`src/rtl/xfer_irq_flags.sv`:
```
`timescale 1ns/1ps
module xfer_irq_flags #(
  parameter int CNT_W  = 32,
  parameter int LINE_W = 2
) (
  input  logic              clk,
  input  logic              rst_n,
  input  logic [2:0]        bus_addr,
  input  logic              bus_wr,
  input  logic [7:0]        bus_wdata,
  output logic [7:0]        bus_rdata,
  input  logic              fifo_not_empty,
  input  logic              stop_trig,
  input  logic              xfer_done,
  input  logic              ev_wait,
  input  logic              ev_ptc,
  input  logic              ev_stc,
  output logic [(1<<LINE_W)-1:0] irq_lines,
  output logic              dma_rst,
  output logic              fifo_rst
);
  localparam int N_LINES   = 1 << LINE_W;
  localparam int CNT_BYTES = CNT_W / 8;
  localparam int EN_BIT    = LINE_W;
  localparam logic [2:0] A_FLAGS = 3'd0;
  localparam logic [2:0] A_AUX   = 3'd1;
  localparam logic [2:0] A_IEN   = 3'd2;
  localparam logic [2:0] A_MCTL  = 3'd3;

  logic [7:0] ien, mctl, flags;
  logic [CNT_W-1:0] limit, progress;
  logic q_wait, q_ptc, q_stc;
  logic f_wait, f_ptc, f_stc, f_cexp;

  wire wr_clr1  = bus_wr && (bus_addr == A_FLAGS);
  wire wr_clr2  = bus_wr && (bus_addr == A_AUX);
  wire cnt_load = bus_wr && bus_addr[2];
  wire rise_wait = ev_wait & ~q_wait;
  wire rise_ptc  = ev_ptc  & ~q_ptc;
  wire rise_stc  = ev_stc  & ~q_stc;
  wire at_limit  = (progress == limit);
  wire expire_now = xfer_done && !cnt_load && !at_limit &&
                    ((progress + CNT_W'(1)) == limit);

  always_ff @(posedge clk or negedge rst_n) begin
    if (!rst_n) begin
      q_wait <= 1'b0; q_ptc <= 1'b0; q_stc <= 1'b0;
    end else begin
      q_wait <= ev_wait; q_ptc <= ev_ptc; q_stc <= ev_stc;
    end
  end

  always_ff @(posedge clk or negedge rst_n) begin
    if (!rst_n) begin
      f_wait <= 1'b0; f_ptc <= 1'b0; f_stc <= 1'b0; f_cexp <= 1'b0;
    end else begin
      if (rise_wait) f_wait <= 1'b1;
      else if (wr_clr1 && bus_wdata[3]) f_wait <= 1'b0;
      if (rise_ptc) f_ptc <= 1'b1;
      else if (wr_clr1 && bus_wdata[4]) f_ptc <= 1'b0;
      if (rise_stc) f_stc <= 1'b1;
      else if (wr_clr1 && bus_wdata[5]) f_stc <= 1'b0;
      if (expire_now) f_cexp <= 1'b1;
      else if (wr_clr2 && bus_wdata[0]) f_cexp <= 1'b0;
    end
  end

  always_ff @(posedge clk or negedge rst_n) begin
    if (!rst_n) begin
      dma_rst <= 1'b0; fifo_rst <= 1'b0;
    end else begin
      dma_rst  <= wr_clr1 && bus_wdata[6];
      fifo_rst <= wr_clr1 && bus_wdata[7];
    end
  end

  always_ff @(posedge clk or negedge rst_n) begin
    if (!rst_n) begin
      ien <= 8'h00; mctl <= 8'h00;
    end else if (bus_wr) begin
      if (bus_addr == A_IEN)  ien  <= bus_wdata;
      if (bus_addr == A_MCTL) mctl <= bus_wdata;
    end
  end

  for (genvar b = 0; b < CNT_BYTES; b++) begin : g_limit
    always_ff @(posedge clk or negedge rst_n) begin
      if (!rst_n) limit[8*b +: 8] <= 8'h00;
      else if (bus_wr && bus_addr == 3'(4 + b)) limit[8*b +: 8] <= bus_wdata;
    end
  end

  always_ff @(posedge clk or negedge rst_n) begin
    if (!rst_n) progress <= '0;
    else if (cnt_load) progress <= '0;
    else if (xfer_done && !at_limit) progress <= progress + CNT_W'(1);
  end

  assign flags = {f_stc, f_ptc, f_wait, 3'b000, f_cexp, fifo_not_empty};

  wire irq_any = mctl[EN_BIT] && |(flags & ien);
  for (genvar i = 0; i < N_LINES; i++) begin : g_line
    assign irq_lines[i] = irq_any && (mctl[LINE_W-1:0] == LINE_W'(i));
  end

  always_comb begin
    bus_rdata = 8'h00;
    case (bus_addr)
      A_FLAGS: bus_rdata = flags;
      A_AUX:   bus_rdata = {4'b0000, stop_trig, 2'b00, fifo_not_empty};
      A_IEN:   bus_rdata = ien;
      A_MCTL:  bus_rdata = mctl;
      default: begin
        for (int b = 0; b < CNT_BYTES; b++)
          if (bus_addr == 3'(4 + b)) bus_rdata = limit[8*b +: 8];
      end
    endcase
  end

  assert_wait_clear_R4: assert property (@(posedge clk) disable iff (!rst_n)
    (wr_clr1 && bus_wdata[3] && !rise_wait) |=> !f_wait);
  assert_set_wins_R7: assert property (@(posedge clk) disable iff (!rst_n)
    (rise_wait && wr_clr1 && bus_wdata[3]) |=> f_wait);
  assert_cexp_hold_R6: assert property (@(posedge clk) disable iff (!rst_n)
    (f_cexp && !(wr_clr2 && bus_wdata[0])) |=> f_cexp);
  assert_progress_bound_R10: assert property (@(posedge clk) disable iff (!rst_n)
    progress <= limit);
  assert_irq_onehot_R8: assert property (@(posedge clk) disable iff (!rst_n)
    $onehot0(irq_lines));
  assert_irq_mask_R8: assert property (@(posedge clk) disable iff (!rst_n)
    (bus_wr && bus_addr == A_MCTL && bus_wdata == 8'h00) |=> (irq_lines == '0));
  assert_reset_pulse_R5: assert property (@(posedge clk) disable iff (!rst_n)
    dma_rst |=> !dma_rst || $past(wr_clr1 && bus_wdata[6]));
endmodule

```
`config.mk`:
```
export PLATFORM = sky130hd
export DESIGN_NAME = xfer_irq_flags
export DESIGN_NICKNAME = d
export VERILOG_FILES = /design/src/rtl/xfer_irq_flags.sv
export SDC_FILE = /design/constraint.sdc
export NUM_CORES = 1
export LEC_CHECK = 0
export ABC_AREA = 1
export BUFFER_PORTS_ARGS = -buffer_cell sky130_fd_sc_hd__buf_2
export CAP_MARGIN = 25
export CORE_MARGIN = 2
export CORE_UTILIZATION = 35
export CTS_CLUSTER_DIAMETER = 80
export DETAILED_ROUTE_END_ITERATION = 7
export PLACE_DENSITY_LB_ADDON = 0.08
export SYNTH_ARGS = -nofsm -noshare
export SYNTH_HDL_FRONTEND = slang
export SYNTH_SLANG_ARGS = --single-unit
```
`constraint.sdc`:
```
create_clock -name clk -period 2.3 [get_ports clk]
set_input_delay 0.23 -clock clk [delete_from_list [all_inputs] [get_ports clk]]
set_output_delay 0.23 -clock clk [all_outputs]
set_load 0.01 [all_outputs]
```
-- After elaboration in Yosys (flattened, before gate mapping)
Index checks and enable logic that the tools add are counted.
- $add $sub $neg: 1
- equality and inequality tests: 12
- muxes and demuxes: 15
- bitwise logic cells: 7
- reductions and logical operators: 34
- operators by type and width (operator ; count):
    $eq 32x32->1 ; 2
    $mux 32 ; 2
    $add 32x1->32 const B ; 1
    $mux 8 ; 4
    $pmux 8 s4 ; 1
    $logic_and 1x1->1 ; 22
    $eq 3x3->1 const B ; 4
    $reduce_bool 2->1 ; 5
    $and 8x8->8 ; 1
    $mux 1 ; 8
    $reduce_or 8->1 ; 1
    $eq 3x2->1 const B ; 2
    $eq 2x2->1 const B ; 2
    $reduce_and 2->1 ; 2
    $and 1x1->1 ; 3
    $eq 3x1->1 const B ; 1
    $logic_not 3->1 ; 1
    $not 1->1 ; 3
    $eq 2x1->1 const B ; 1
    $logic_not 1->1 ; 2
    $logic_not 2->1 ; 1
- register bits: 89
- output and inout port bits: 14
- word-level logic and storage cells: 85

-- Logic depth before layout (Yosys ltp)
Gate-level depths: netlist (run 1).
- depth after elaboration: 6
- gate-level depth with buffers: 15

-- Least setup slack after synthesis (run 1)
OpenSTA, ideal clock, no wires.
- path kind: reg-to-reg
- start point: reg progress[5]
- end point: reg progress[13]
- data arrival time: 1.586 ns
- required time: 2.182 ns
- path slack: 0.596 ns
- cell stages (with the launch flop): 12
- path buffers: 2
- period minus slack after synthesis: 1.704 ns
- path through: dfrtp_1 buf_2 xor2_1 nor2_1 nand2_1 nor2_2 nand2_2 o21ai_4 nand2_4 buf_6 nand4_1 nand2_1
- longest elaborated chain between the ends: 4
- elaborated cells on any way between the ends: 7
- those cells by class: 1 x add/sub; 1 x eq/ne; 2 x mux; 3 x reduce/logical
- ends and longest elaborated chain (item ; line ; text):
    from (decl) ; 31 ; logic [CNT_W-1:0] limit, progress;
    from (signal assigned) ; 96 ; else if (xfer_done && !at_limit) progress <= progress + CNT_W'(1);
    parallel branches: the longest is 4 deep, another holds $add 32x1->32 ; -- ;
Several ways; the timed one is not identified. The select of a mux whose other input is x is not followed.
A chain may end at the register's enable or synchronous reset.

-- Worst setup path in the final report (run 1)
- start point: reg progress[6]
- end point: reg f_cexp
- longest elaborated chain between the ends: 5
- elaborated cells on any way between the ends: 8
- those cells by class: 1 x add/sub; 2 x eq/ne; 1 x mux; 4 x reduce/logical
- ends and longest elaborated chain (item ; line ; text):
    parallel branches: the longest is 3 deep, another holds $add 32x1->32 ; -- ;
    $logic_and 1x1->1 (*) ; 42 ; wire expire_now = xfer_done && !cnt_load && !at_limit &&
    $mux 1 / $reduce_bool 2->1 (equally long branches) ; -- ;
    to (signal assigned) ; 55 ; f_wait <= 1'b0; f_ptc <= 1'b0; f_stc <= 1'b0; f_cexp <= 1'b0;
    to (signal assigned) ; 63 ; if (expire_now) f_cexp <= 1'b1;
    to (signal assigned) ; 64 ; else if (wr_clr2 && bus_wdata[0]) f_cexp <= 1'b0;
    to (decl) ; 33 ; logic f_wait, f_ptc, f_stc, f_cexp;
Every way passes the cells marked *.

==> results.tsv, run 1 <==
metric	value	unit
maxcap violations	0	
Slew Limit Fails	0	
most frequent cells in the layout	298 x nand2_1, 95 x inv_1, 87 x dfrtp_1	
CP Data Required Time	2600	ps
pwr dens	677	mW/mm2
initial core utilization	35.5	%
final cell count without fillers	1140	
Final Wtd Congestion	0.939	
Pwr Total	4.58	mW
yosys warns	0	
Worst Setup Start Kind	flip-flop	
Buffers on Ports	33	
synthesized net count	878	
Placement Rows	47	
count of cell types in the netlist	36	
DR WL/cell	17.7	um
CTS tree	built	
synthesized flop and latch total	89	
Hold WC Path Type	primary input to flip-flop	
H-tree levels	3	
Fmax achieved	469	MHz
worst-path fanout max	6	
final core utilization	41.2	%
area delta synth->final	16.1	%
largest net degree at the start of global routing	46	
critical path arrival	2430	ps
setup tns final	0	ps
sequential fraction of the synthesis area	38.2	%
gr busiest metal	met2	
GR Util met1	33.1	%
Tcrit/Tclk final	92.6	%
final hold vios	0	
Routed Antenna Nets	0	
Post CTS Setup Buffer Count	0	
outcome	completed	
clock-pin slew on the worst setup and hold paths	80	ps
Max Root-Sink Buffers	2	
placed insts	1120	
Core Region	0.0164	mm2
FFs w/ async S/R, synth	100	%
layout cells sized above 1	14.0	%
DRT iter0 DRCs	399	
Post-synth EDFFs	0	
total CTS buffers	9	
Critical Path End Type	flip-flop	
routed wire length	20.2	mm
# fillers	1711	
Clock Skew	9.13	ps
Vias/cell	5.05	
Leak Pwr	3.22	nW
Die H	133	um
M2 GR Usage	37.0	%
Clock Latency Late Sink	360	ps
CP Class	flip-flop to flip-flop	
DR DRC count	0	
worst-margin pin slew	568	ps
relative slew slack	62.0	%
antenna cells	0	
Tmin final	2130	ps
first-pass GRT wire length	31.7	mm
vias in the first global route	5671	
antenna violations before repair	0	
area of the die	0.0177	mm2
Cells after Synth	857	
commonest non-fill, non-tap cell in the layout	nand2_1	
clk sinks	89	
syn_area_per_cell	6.80	um2
final setup vio count	0	
Layout Nets	936	
met3 usage	3.49	%
Vias	5756	
Total GRT Usage	23.8	%
root buffer cell	clkbuf_16	
Post-Syn Area	0.00583	mm2
Die Span X	133	um
gr ovfl total	0	
IR drop worst, VDD	0.000375	V
# IOs	34	
prevailing post-synth register cell	dfrtp_1	
iteration count of the initial detailed-routing pass	5	
RSZ-0062 raised after global routing	false	
HPWL Detailed	15.9	mm
==> kinds of logic (layout without fill, tap and decap cells) <==
family	after synthesis	count (layout)	synth area share [%]
AOI/OAI and AO/OA	115	115	12.2
xor gates and xnor gates	33	33	4.96
adders and majority gates	1	1	0.215
buffers and inverters	122	185	8.22
DFF	89	89	38.2
and+or+nand+nor	497	497	36.2
==> what timing repair did <==
| action | CTS | global route |
|---|---|---|
| hold buffers | 4 | 0 |
| endpoints found under the hold margin | 25 | 0 |
| setup endpoints to repair | 0 | 21 |
| gates resized for setup | 0 | 8 |
==> metrics by stage <==
stage | setup WS [ps] | cell area [um2] | hold slack (ps)
finish | 170 | 6770 | 156
global route | 3.20 | 6770 | 196
CTS | 58.0 | 6740 | 154
detailed placement | 77.0 | 6400 | 198
global placement | 117 | 6400 | 199
floorplan | 596 | 5830 | -65.6
==> power breakdown <==
part,switching [mW],internal [mW]
Combinational,0.691,0.359
Clock,0.725,0.861
Sequential,0.193,1.75
==> cells in the mapped netlist, types with 2 or more instances <==
library cell,n,area share (%)
a22oi_1,3,0.39
nand3_1,60,5.2
nor3_1,8,0.69
xnor2_1,4,0.60
a21oi_1,11,0.94
buf_6,2,0.39
o21bai_1,3,0.39
a221oi_1,3,0.45
o21ai_0,58,5.0
buf_2,5,0.43
inv_2,12,0.77
o21ai_2,15,2.3
inv_1,96,6.2
o211ai_1,5,0.64
nand3b_1,3,0.39
nor2_1,82,5.3
nand2_2,6,0.64
nor2_4,5,0.97
o221ai_1,2,0.30
nand2_1,298,19
and2_1,2,0.21
o31ai_1,2,0.26
o21ai_1,3,0.26
clkbuf_1,6,0.39
xor2_1,29,4.4
o22ai_1,8,0.86
nor2_2,12,1.3
nand4_1,18,1.9
dfrtp_1,89,38
==> cell type report <==
cell class	instances	area, um2	area share [%]
Clock buffer	10	229	3.38
Multi-Input combinational cell	646	3150	46.5
Timing Repair Buffer	60	405	5.99
Tap cell	220	275	4.07
Clock inverter	6	72.6	1.07
Sequential cell	89	2230	32.9
Inverter	109	409	6.05
==> layer usage <==
| layer | vias to the layer above | routed length, um |
|---|---|---|
| li1 | 2862 | - |
| met1 | 2670 | 9540 |
| met2 | 188 | 8960 |
| met3 | 36 | 966 |
| met4 | 0 | 761 |
| met5 | - | 0 |
==> worst paths after layout <==
check                        startpoint           to  slack [ps]  cells after the start
max                         progress[6]       f_cexp         170                     12
max reg2reg                 progress[6]       f_cexp         170                     12
min in group asynchronous         rst_n  progress[4]         340                      2
min                        bus_wdata[0]      mctl[0]         160                      3
min reg2reg                       q_ptc        f_ptc         420                      1
max in group asynchronous         rst_n     limit[9]        1320                      3
==> registers in the layout (all words and copies together), names as in the netlist <==
signal	count
q_wait	1
ien	8
f_stc	1
q_ptc	1
f_wait	1
progress	32
mctl	8
dma_rst	1
f_cexp	1
fifo_rst	1
f_ptc	1
limit	32
q_stc	1
==> critical path, stage by stage, from the launching register on <==
cell and delay [ps]:
dfrtp_1 480, nand2_1 170, nor2_4 180, nand3_1 250, inv_1 280, nand3_1 110, nand2_1 100, nand2_1 60
nor2_1 100, nand2_1 50, nor2_1 100, nand2_1 110, nand2_1 70
No activity file was read; power rests on OpenSTA's default activity.
==> run 2, diff against run 1 <==
Clock period 2.3 ns to 2.4 ns, I/O delays scaled along.
==> run 2 against run 1 <==
  * Design area down 0.15%
  * Combinational power is essentially flat
  * Core utilization down 0.061 points
  * Cell count up 0.26%
  * Global-route usage about the same
  * Critical endpoint unchanged
==> results.tsv, run 2 (same netlist as run 1, synthesis figures left out) <==
metric	value	unit
Final Wtd Congestion	0.941	
Critical Path End Type	flip-flop	
R2R cell count	12	
relative slew slack	45.4	%
routed wire length	20.5	mm
final setup vio count	0	
Leak Pwr	3.24	nW
CP Data Required Time	2690	ps
Worst Setup SP	progress[10]	
HPWL Detailed	15.9	mm
Max Root-Sink Buffers	2	
area delta synth->final	16.0	%
Clk pwr share	34.3	%
worst-margin pin slew	818	ps
most frequent cells in the layout	298 x nand2_1, 96 x inv_1, 89 x dfrtp_1	
Worst R2R End	f_cexp	
antenna violations before repair	0	
Critical Path End	f_cexp	
Vias/cell	5.08	
root buffer cell	clkbuf_16	
Slew Limit Fails	0	
iteration count of the initial detailed-routing pass	8	
# IOs	34	
maxcap violations	0	
Seq pwr share	42.3	%
Int Power	2.85	mW
Clock Skew	6.94	ps
Core Region	0.0164	mm2
CP Class	flip-flop to flip-flop	
IR drop worst, VDD	0.000347	V
Regs by FF count	limit: 32 flops, progress: 32 flops	
Buffers on Ports	33	
largest net degree at the start of global routing	42	
flop2flop setup slack	130	ps
Layout Nets	939	
Hold WC Path Type	primary input to flip-flop	
antenna cells	0	
pwr dens	649	mW/mm2
placed insts	1122	
outcome	completed	
Reg-to-Reg Start	progress[10]	
Clock Latency Late Sink	350	ps
total CTS buffers	9	
Die H	133	um
commonest non-fill, non-tap cell in the layout	nand2_1	
Net Sw Frac	35.0	%
vias in the first global route	5637	
DR WL/cell	18.0	um
DR DRC count	0	
final cell count without fillers	1143	
H-tree levels	3	
Total GRT Usage	23.8	%
final hold vios	0	
Tcrit/Tclk final	94.4	%
first-pass GRT wire length	31.9	mm
Worst Setup Start Kind	flip-flop	
Min Hold Slack	182	ps
clk sinks	89	
worst-path fanout max	6	
clock-pin slew on the worst setup and hold paths	70	ps
P_sw	1.54	mW
DRT iter0 DRCs	450	
initial core utilization	35.5	%
Fmax achieved	442	MHz
area of the die	0.0177	mm2
Tmin final	2270	ps
Routed Antenna Nets	0	
Comb power frac	23.4	%
layout cells sized above 1	14.0	%
Die Span X	133	um
setup tns final	0	ps
gr ovfl total	0	
Vias	5801	
CTS tree	built	
critical path arrival	2550	ps
Placement Rows	47	
RSZ-0062 raised after global routing	false	
[run 2: changes by cell type in the layout (fill, tap and decap cells not counted), sizes merged]
cell	delta
inv	-1
nor2	+1
clkinv	+1
buf	+2
[run 2: worst min-delay path by stage]
| stage | startpoint | end | slack [ps] | depth (start not counted) |
|---|---|---|---|---|
| 5_1_grt | bus_wdata[0] | ien[0] | 180 | 3 |
| 2_1_floorplan | rst_n | dma_rst | -60 | 0 |
| 3_3_place_gp | rst_n | progress[7] | 190 | 1 |
| 4_1_cts | bus_wdata[0] | ien[0] | 170 | 3 |
| 6_report | bus_wdata[0] | mctl[0] | 180 | 3 |
| 3_5_place_dp | rst_n | progress[6] | 180 | 1 |
[run 2: repair_timing]
action	in CTS	in global routing
endpoints found under the hold margin	23	0
endpoints found under the setup margin	0	2
hold buffers	4	0
setup buffers	0	0
gates resized for setup	0	2
[run 2: power by group through the flow]
stage               sequential, mW  clock, mW  combinational (mW)
floorplan                     1.81          0               0.643
CTS                           1.85       1.54                1.02
global placement              1.88          0                1.00
global route                  1.88       1.62                1.16
finish                        1.86       1.50                1.03
detailed placement            1.88          0                1.01
[run 2: critical path, stage by stage (launching register included)]
cell and delay [ps]:
dfrtp_1 470, nand2_1 190, nor2_2 230, nand3_1 270, inv_1 280, nand3_1 110
nand2_1 80, inv_1 40, nor2_1 190, nand2_1 80, nor2_1 110, nand2_1 70
nand2_1 60
[run 2: layout make-up]
cell class	count	area, um2
fill	1753	9650
multi-input combinational	647	3130
sequential	89	2230
inverter	109	409
timing repair buffer	62	408
tap	220	275
clock buffer	10	229
clock inverter	6	75.1
[run 2: per-layer routing]
layer / up-vias / GRT usage, % / share of wire, %
met5: - / 0 / 0
met4: 0 / 10.6 / 4.2
met3: 46 / 4.06 / 5.9
met2: 225 / 37.0 / 44
met1: 2672 / 32.6 / 46
li1: 2858 / - / -
[run 2: per-stage QoR]
stage               cell area, um2  setup slack [ps]  power, mW  utilization [%]
detailed placement            6400               150       2.89             39.0
CTS                           6740               136       4.42             41.1
floorplan                     5830               696       2.45                -
global route                  6760              3.18       4.65             41.2
global placement              6400               153       2.89             39.0
finish                        6760               135       4.39             41.2
==> run 3, diff against run 2 <==
Settings changed: CORE_UTILIZATION 35 to 62, PLACE_DENSITY set to 0.81, PLACE_DENSITY_LB_ADDON 0.08 to unset.
Clock period 2.4 ns to 2.1 ns, I/O delays scaled along.
==> run 3 against run 2 <==
  * Count of clock-buffer cells in the layout unchanged
  * Wire length decreased by 6.0%
  * Core utilization increased by 32 points
  * Design area decreased by 0.76%
  * Cell count decreased by 8.4%
  * Clock skew increased by 6.0 ps
  * First-iteration DRC count increased by 76%
  * Hold slack got worse by 52 ps
  * Die area decreased by 42%
  * Worst setup slack got worse by 96 ps
  * Global-route usage increased by 15 points
  * Combinational power increased by 17%
  * Critical path type is now flip-flop to output port
  * Critical endpoint is now bus_rdata[6]
  * Largest cell class unchanged
  * Largest power group unchanged
==> results.tsv, run 3 (same netlist as run 1, synthesis figures left out) <==
metric	value	unit
Pwr Total	4.58	mW
clk sinks	89	
worst-path fanout max	3	
Clk pwr share	27.7	%
Setup WS post-layout	39.5	ps
total CTS buffers	9	
crit-path max cell delay	430	ps
Critical Path End Type	output port	
Hold WC Path Type	primary input to flip-flop	
DR DRC count	0	
Clock Latency Late Sink	370	ps
DRT iter0 DRCs	794	
final hold vios	0	
Comb power frac	26.4	%
root buffer cell	clkbuf_8	
routed wire length	19.3	mm
initial core utilization	63.4	%
Vias	6286	
worst-margin pin slew	615	ps
vias in the first global route	5802	
multi-input logic area	0.00322	mm2
commonest non-fill, non-tap cell in the layout	nand2_1	
Final Wtd Congestion	1.07	
Total GRT Usage	39.0	%
pwr dens	684	mW/mm2
Die H	101	um
clock-pin slew on the worst setup and hold paths	100	ps
H-tree levels	3	
P_sw	1.68	mW
final setup vio count	0	
HPWL Detailed	14.4	mm
largest net degree at the start of global routing	47	
CP Class	flip-flop to output port	
Slew Limit Fails	0	
Worst Hold Launch	bus_wdata[5]	
Setup WS pre-CTS	-41.4	ps
Worst Setup SP	limit[6]	
CP Data Required Time	1890	ps
Max Root-Sink Buffers	2	
CTS tree	built	
IR drop worst, VDD	0.000518	V
Regs by FF count	limit: 32 flops, progress: 32 flops	
Layout Nets	952	
Tcrit/Tclk final	98.1	%
first-pass GRT wire length	30.0	mm
Leak Pwr	3.26	nW
# IOs	34	
RSZ-0062 raised after global routing	true	
area of the die	0.0102	mm2
Reg-to-Reg Start	progress[0]	
Routed Antenna Nets	0	
Core Region	0.00920	mm2
area delta synth->final	15.1	%
Net Sw Frac	36.7	%
layout cells sized above 1	16.8	%
Tmin final	2060	ps
iteration count of the initial detailed-routing pass	5	
relative slew slack	59.0	%
Seq pwr share	45.9	%
antenna cells	0	
Worst Setup Start Kind	flip-flop	
Placement Rows	35	
sequential cell area	0.00223	mm2
critical path's slowest cell	dfrtp_1	
Die Span X	101	um
most frequent cells in the layout	297 x nand2_1, 95 x inv_1, 86 x dfrtp_1	
gr ovfl total	0	
Fmax achieved	485	MHz
antenna violations before repair	0	
Clock Skew	12.9	ps
Vias/cell	6.00	
maxcap violations	0	
Buffers on Ports	33	
outcome	completed	
flop2flop setup slack	50	ps
# fillers	755	
Int Power	2.90	mW
final core utilization	72.9	%
CP Cell Sequence	buf_4 > nand3_1 > o21ai_0 > a221oi_1 > nand4_1 > buf_2	
DR WL/cell	18.4	um
critical path arrival	1850	ps
run 3: cell count changes in the layout (fill, tap and decap cells not counted), moves of 4 or more:
cell and delta:
buf_4 +11, clkbuf_16 -9, clkbuf_8 +9, nor2_1 -6, nor2_4 +4
run 3: power by group through the flow:
stage | clock (mW) | sequential (mW) | combinational, mW
after floorplan | 0 | 2.06 | 0.735
after global placement | 0 | 2.12 | 1.11
after detailed placement | 0 | 2.12 | 1.13
after CTS | 1.27 | 2.09 | 1.15
after global routing | 1.33 | 2.12 | 1.34
final | 1.27 | 2.10 | 1.21
run 3: layout make-up:
type	count	area share (%)
repair buffers	74	7.48
flip-flops and latches	89	33.3
clock buffers	10	1.90
multi-input cells	648	48.1
clock inverters	6	1.08
well taps	111	2.07
inverters	109	6.14
run 3: layer usage:
layer,vias to the layer above,share of wire (%),global-route usage [%]
li1,2898,-,-
met1,2887,38,53.4
met2,441,44,60.5
met3,60,13,8.67
met4,0,4.0,15.3
met5,-,0,0
run 3: repair_timing:
action | CTS | global route
hold endpoints to repair | 45 | 0
gates resized for setup | 4 | 23
setup endpoints to repair | 5 | 25
gates cloned | 1 | 1
buffers inserted | 0 | 5
pin swaps | 1 | 4
hold buffers | 4 | 0
run 3: worst paths after layout:
kind / end / depth (start not counted)
setup / recovery: bus_rdata[6] / 6
hold / removal: limit[21] / 3
setup reg to reg: f_cexp / 14
hold reg to reg: f_ptc / 1
max in group asynchronous: ien[6] / 3
min in group asynchronous: progress[12] / 2
run 3: worst max-delay path: cells and delay by family (launching register included):
| family | cells | cell delay [ps] |
|---|---|---|
| buffers and inverters | 2 | 350 |
| flip-flops | 1 | 430 |
| AO/OA/AOI/OAI | 2 | 490 |
| AND/OR/NAND/NOR | 2 | 220 |
run 3: through the flow:
stage | setup TNS, ps | instance area, um2 | instances | hold slack [ps]
after floorplan | 0 | 5830 | 857 | -85.6
after global placement | -57.7 | 6300 | 1020 | 252
after detailed placement | -64.7 | 6300 | 1020 | 262
after CTS | 0 | 6570 | 1041 | 121
after global routing | -53.3 | 6710 | 1047 | 121
final | 0 | 6710 | 1047 | 130
